==> src/rtl/dg_pkg.sv <==
package dg_pkg;
    typedef enum logic [1:0] {
        ST_RESET = 2'd0,
        ST_RUN   = 2'd1,
        ST_NOCLK = 2'd2,
        ST_TRIP  = 2'd3
    } guard_state_e;
endpackage

==> src/rtl/dg_tick_timer.sv <==
// Saturating tick counter; done when LIMIT ticks have been counted since clr.
module dg_tick_timer #(
    parameter int LIMIT = 100
) (
    input  logic clk,
    input  logic rst_n,
    input  logic clr,
    input  logic tick,
    output logic done
);
    localparam int W = $clog2(LIMIT + 1);
    localparam logic [W-1:0] LIM = W'(LIMIT);

    logic [W-1:0] cnt;

    always_ff @(posedge clk or negedge rst_n) begin
        if (!rst_n) begin
            cnt <= '0;
        end else if (clr) begin
            cnt <= '0;
        end else if (tick && cnt != LIM) begin
            cnt <= cnt + 1'b1;
        end
    end

    assign done = (cnt == LIM);

    // the count never passes its limit and stays saturated
    assert_no_overflow_R1: assert property (@(posedge clk) disable iff (!rst_n)
        cnt <= LIM);
    assert_saturate_R3: assert property (@(posedge clk) disable iff (!rst_n)
        (done && !clr) |=> done);
endmodule

==> src/rtl/dg_clk_watch.sv <==
// Synchronises the external clock and counts ticks since its last rising edge.
module dg_clk_watch #(
    parameter int LOSS_TICKS = 64
) (
    input  logic clk,
    input  logic rst_n,
    input  logic clr,
    input  logic ext_clk,
    input  logic tick,
    output logic lost
);
    localparam int W = $clog2(LOSS_TICKS + 1);
    localparam logic [W-1:0] LIM = W'(LOSS_TICKS);

    logic [2:0]   sync_q;
    logic         rise;
    logic [W-1:0] gap_cnt;

    always_ff @(posedge clk or negedge rst_n) begin
        if (!rst_n) begin
            sync_q <= '0;
        end else begin
            sync_q <= {sync_q[1:0], ext_clk};
        end
    end

    assign rise = sync_q[1] & ~sync_q[2];

    always_ff @(posedge clk or negedge rst_n) begin
        if (!rst_n) begin
            gap_cnt <= '0;
        end else if (clr || rise) begin
            gap_cnt <= '0;
        end else if (tick && gap_cnt != LIM) begin
            gap_cnt <= gap_cnt + 1'b1;
        end
    end

    assign lost = (gap_cnt == LIM);

    // a detected edge rearms the watch
    assert_edge_rearm_R5: assert property (@(posedge clk) disable iff (!rst_n)
        rise |=> !lost);
endmodule

==> src/rtl/drive_guard.sv <==
module drive_guard
    import dg_pkg::*;
#(
    parameter int CLK_LOSS_TICKS = 64,
    parameter int TRIP_TICKS     = 300000,
    parameter int CLEAR_TICKS    = 100
) (
    input  logic clk,
    input  logic rst_n,
    input  logic tick,
    input  logic lock_ok,
    input  logic stop_req,
    input  logic brake_req,
    input  logic ext_clk,
    input  logic uv_flag,
    input  logic por,
    output logic hs_off,
    output logic pwm_inhibit,
    output logic all_off
);
    guard_state_e state, state_nxt;
    logic trip_done, clear_done, clk_lost;
    logic hold_req, stall_clr, clear_clr;

    assign hold_req  = stop_req | brake_req;
    assign stall_clr = por | lock_ok | hold_req
                     | (state == ST_TRIP) | (state == ST_RESET);
    assign clear_clr = por | (state != ST_TRIP) | !hold_req;

    dg_tick_timer #(.LIMIT(TRIP_TICKS)) u_stall (
        .clk(clk), .rst_n(rst_n), .clr(stall_clr), .tick(tick), .done(trip_done)
    );

    dg_tick_timer #(.LIMIT(CLEAR_TICKS)) u_clear (
        .clk(clk), .rst_n(rst_n), .clr(clear_clr), .tick(tick), .done(clear_done)
    );

    dg_clk_watch #(.LOSS_TICKS(CLK_LOSS_TICKS)) u_watch (
        .clk(clk), .rst_n(rst_n), .clr(por), .ext_clk(ext_clk), .tick(tick), .lost(clk_lost)
    );

    always_ff @(posedge clk or negedge rst_n) begin
        if (!rst_n) begin
            state <= ST_RESET;
        end else if (por) begin
            state <= ST_RESET;
        end else begin
            state <= state_nxt;
        end
    end

    always_comb begin
        state_nxt = state;
        unique case (state)
            ST_RESET: state_nxt = ST_RUN;
            ST_RUN: begin
                if (trip_done)                  state_nxt = ST_TRIP;
                else if (clk_lost && !stop_req) state_nxt = ST_NOCLK;
            end
            ST_NOCLK: begin
                if (trip_done)                  state_nxt = ST_TRIP;
                else if (!clk_lost || stop_req) state_nxt = ST_RUN;
            end
            ST_TRIP: begin
                if (clear_done)                 state_nxt = ST_RUN;
            end
            default: state_nxt = ST_RESET;
        endcase
    end

    always_comb begin
        all_off     = por | uv_flag | (state == ST_RESET);
        hs_off      = 1'b0;
        pwm_inhibit = 1'b0;
        if (!all_off) begin
            unique case (state)
                ST_TRIP:  hs_off      = 1'b1;
                ST_NOCLK: pwm_inhibit = 1'b1;
                default:  ;
            endcase
        end
    end

    // the trip state is only entered after the stall timer expired
    assert_trip_cause_R1: assert property (@(posedge clk) disable iff (!rst_n || por)
        (state == ST_TRIP && $past(state) != ST_TRIP) |-> $past(trip_done));
    // without a stop or brake hold the latch persists
    assert_trip_hold_R3: assert property (@(posedge clk) disable iff (!rst_n || por)
        (state == ST_TRIP && !hold_req) |=> state == ST_TRIP);
    // a returning clock ends the inhibit
    assert_resume_R5: assert property (@(posedge clk) disable iff (!rst_n || por)
        (state == ST_NOCLK && !clk_lost && !trip_done) |=> state == ST_RUN);
    // stop releases the clock-loss inhibit
    assert_stop_release_R6: assert property (@(posedge clk) disable iff (!rst_n || por)
        (state == ST_NOCLK && stop_req && !trip_done) |=> state == ST_RUN);
    // the cycle after power-on reset keeps every driver off
    assert_por_off_R8: assert property (@(posedge clk) disable iff (!rst_n)
        $past(por) |-> all_off);
    // outputs never overlap
    assert_single_out_R9: assert property (@(posedge clk) disable iff (!rst_n)
        $onehot0({all_off, hs_off, pwm_inhibit}));
endmodule

==> config.mk <==
export PLATFORM = sky130hd
export DESIGN_NAME = drive_guard
export DESIGN_NICKNAME = d
export VERILOG_FILES = /design/src/rtl/dg_pkg.sv /design/src/rtl/dg_tick_timer.sv /design/src/rtl/dg_clk_watch.sv /design/src/rtl/drive_guard.sv
export SDC_FILE = /design/constraint.sdc
export NUM_CORES = 1
export LEC_CHECK = 0
export BUFFER_PORTS_ARGS = -buffer_cell sky130_fd_sc_hd__buf_4
export CORE_MARGIN = 2
export CORE_UTILIZATION = 46
export DETAILED_ROUTE_END_ITERATION = 8
export SLEW_MARGIN = 20
export SYNTH_ARGS = -nofsm -noshare
export SYNTH_HDL_FRONTEND = slang
export SYNTH_SLANG_ARGS = --single-unit
export TNS_END_PERCENT = 100
==> constraint.sdc <==
create_clock -name clk -period 4 [get_ports clk]
set_clock_uncertainty 0.1 [all_clocks]
set_input_delay 0.8 -clock clk [delete_from_list [all_inputs] [get_ports clk]]
set_output_delay 0.8 -clock clk [all_outputs]
set_load 0.05 [all_outputs]
==> out/qor.yml <==
outcome: "finished clean"
synthMuxAreaShare_pct: 0.493
synthXorXnorAreaFrac_pct: 10.4
grt_first_pass_wirelength_mm: 6.78
cts_resized: 0
clock_latency_ps: 290
synth_nets: 236
synth_top_family_by_area: "simple AND/OR/NAND/NOR gates"
cts_max_level: 2
grtUsageTotal_pct: 17.7
num_antenna_cells: 0
ys.flop_type: "dfrtp_1"
synth.distinct_cells: 33
clkSinkCount: 38
reg2reg_slack_ps: 1780
num_rows: 24
synth_compound_area_share_pct: 7.89
crit_start: "state[0]$_DFFE_PN0P_"
p_leak_uw: 0.000941
yosys_warnings: 0
postCtsHoldBufs: 0
design.core.area_sq_um: 4290
post-cts-setup-buffers: 0
powerDensity_nw_per_um2: 346
r2r_end: "u_stall.cnt[1]$_DFFE_PN0P_"
maxCapViolations: 0
setup_violations: 0
synthAdderAreaFrac_pct: 6.16
worstSetupEndpointType: "primary output"
synth_edf_count: 0
yosys.area.top_type_share_pct: 46.8
firstDrtPassIters: 4
worstReg2RegStart: "u_stall.cnt[2]$_DFFE_PN0P_"
start_util_pct: 47.3
drive_above_1_share_pct: 8.62
yosysTopAreaCell: "dfrtp_1"
grt_pass1_vias: 1475
required_ps: 3100
fin_ws_ps: 1440
synthTopCellsByArea: "dfrtp_1 (47%), ha_1 (6.2%), xor2_1 (5.6%), nor2_1 (5.5%), xnor2_1 (4.7%)"
wl_mm: 3.81
route.detailed.drc: 0
wl_per_cell_microns: 13.4
slew_headroom_pct: 54.6
numPortBuffers: 11
dieWidth_microns: 70.4
holdPathEnd: "u_watch.sync_q[1]$_DFF_PN0_"
netlist_instances: 217
overflow: 0
crit_fanout: 3
r2r.worst_path.cells: 5
fin_crit_ps: 2560
drtIter0Drc: 56
place_congestion: 0.760
worstSetupStartpointType: "flop"
hold_path.class: "reg -> reg"
vias: 1499
min_path_cells: 0
area_delta_synth_final_pct: 11.0
synthSimpleGateAreaFrac_pct: 24.3
antenna_found_initial: 0
max_freq_mhz: 391
ant_nets: 0
holdWs_ps: 254
dpl.hpwl_mm: 2.73
die_h_microns: 70.4
routed_via_density: 5.28
root_buffer: "clkbuf_8"
power_uw: 781
dieArea_sq_um: 4960
drv_slew: 0
clock_path_buffers: 2
stdcell_count: 284
ir_drop_v: 0.000219
netlist_area_sq_um: 2030
finalHoldViolations: 0
fin_tns_setup_ps: 0
grt_max_degree: 39
post-place-ws_ps: 1460
ioPinCount: 12
clkTransAtPathRegs_ps: 70
seq_area_frac_synth_pct: 46.8
crit_type: "reg -> out"
cts_made_buffers: 5
fin_nets: 250
avgSynthCellArea_sq_um: 9.36
synthArstFlopShare_pct: 100
tritoncts: "yes"
ys_seq_elements: 38
cp.arrival_ps: 1660
worstMarginPinSlew_ps: 679
rsz0062_at_grt: "false"
dp_cells: 276
min_from: "u_watch.sync_q[0]$_DFF_PN0_"
period_share_pct: 63.9
==> layout make-up <==
cell class	instances	area [sq um]
clock buffers	7	86.3
clock inverters	1	5.00
fillers	402	2040
inverters	17	63.8
multi-input cells	158	1000
flip-flops and latches	38	951
well taps	52	65.1
repair buffers	11	82.6
==> placed cells by master, fill, tap and decap left out <==
cell / n
nand2_1: 15
and2_1: 1
o211ai_1: 2
o21ai_2: 1
or4_1: 1
a21oi_1: 9
inv_1: 17
nand3b_1: 2
nand4_1: 8
or3_1: 8
nor2_1: 30
buf_4: 11
and4_1: 1
dfrtp_1: 38
clkbuf_1: 1
mux2i_1: 1
o31ai_1: 1
a211o_1: 2
nor4_1: 2
clkinv_2: 1
and3_1: 10
o22ai_2: 1
nor4b_1: 2
o21ai_1: 3
nand3_1: 11
nor3_1: 3
xor2_1: 13
xnor2_1: 11
o21ai_0: 6
clkbuf_8: 6
nor3b_1: 2
o311ai_1: 1
ha_1: 10
or4b_1: 1
==> through the flow <==
step	utilization [%]	cell area, sq um
after floorplan	-	2030
after global placement	50.3	2160
after detailed placement	50.3	2160
after CTS	52.5	2250
after global routing	52.5	2250
final	52.5	2250
==> logic make-up (layout without fill, tap and decap cells) <==
family          after synthesis  in the layout
fa+ha+maj                    10             10
flops                        38             38
xor+xnor                     24             24
mux                           1              1
simple gates                 97             97
buf+inv                      21             36
compound gates               26             26
==> worst max-delay path by stage <==
stage / to / slack, ps / depth (start not counted)
4_1_cts: hs_off / 1420 / 5
3_5_place_dp: hs_off / 1460 / 4
3_3_place_gp: pwm_inhibit / 1480 / 4
2_1_floorplan: hs_off / 940 / 2
5_1_grt: hs_off / 1340 / 5
6_report: hs_off / 1440 / 5
==> cell usage after synthesis (2+ instances only) <==
cell type  count
or3_1          8
nor3_1         3
nand2_1       15
a211o_1        2
and3_1        10
xor2_1        13
o21ai_0        6
o21ai_1        3
dfrtp_1       38
inv_1         17
xnor2_1       11
nor3b_1        2
nor4b_1        2
nand3_1       11
ha_1          10
o211ai_1       2
nor2_1        30
clkbuf_1       2
a21oi_1        9
nand3b_1       2
nor4_1         2
nand4_1        8
==> metal layers <==
layer	vias up	part of all wire, %	GRT usage [%]
li1	771	-	-
met1	708	47	22.4
met2	16	48	29.0
met3	4	3.2	4.47
met4	0	1.1	7.05
met5	-	0	0
==> power by group <==
group	leakage, uW	total [uW]	switching (uW)	internal (uW)
Sequential	0.000522	402	8.06	394
Clock	0.0000482	269	130	139
Combinational	0.000371	109	70.1	39.4
==> registers in the layout, indices dropped and copies added, names as in the netlist <==
| name | flops |
|---|---|
| u_stall.cnt | 19 |
| u_watch.sync_q | 3 |
| state | 2 |
| u_watch.gap_cnt | 7 |
| u_clear.cnt | 7 |
==> critical path, cell delays in order, from the launching register on <==
cell and delay, ps:
dfrtp_1 380, inv_1 90, ha_1 210, or3_1 380
nor2_1 110, buf_4 200
Note: power is estimated with default switching activity, not from simulation.
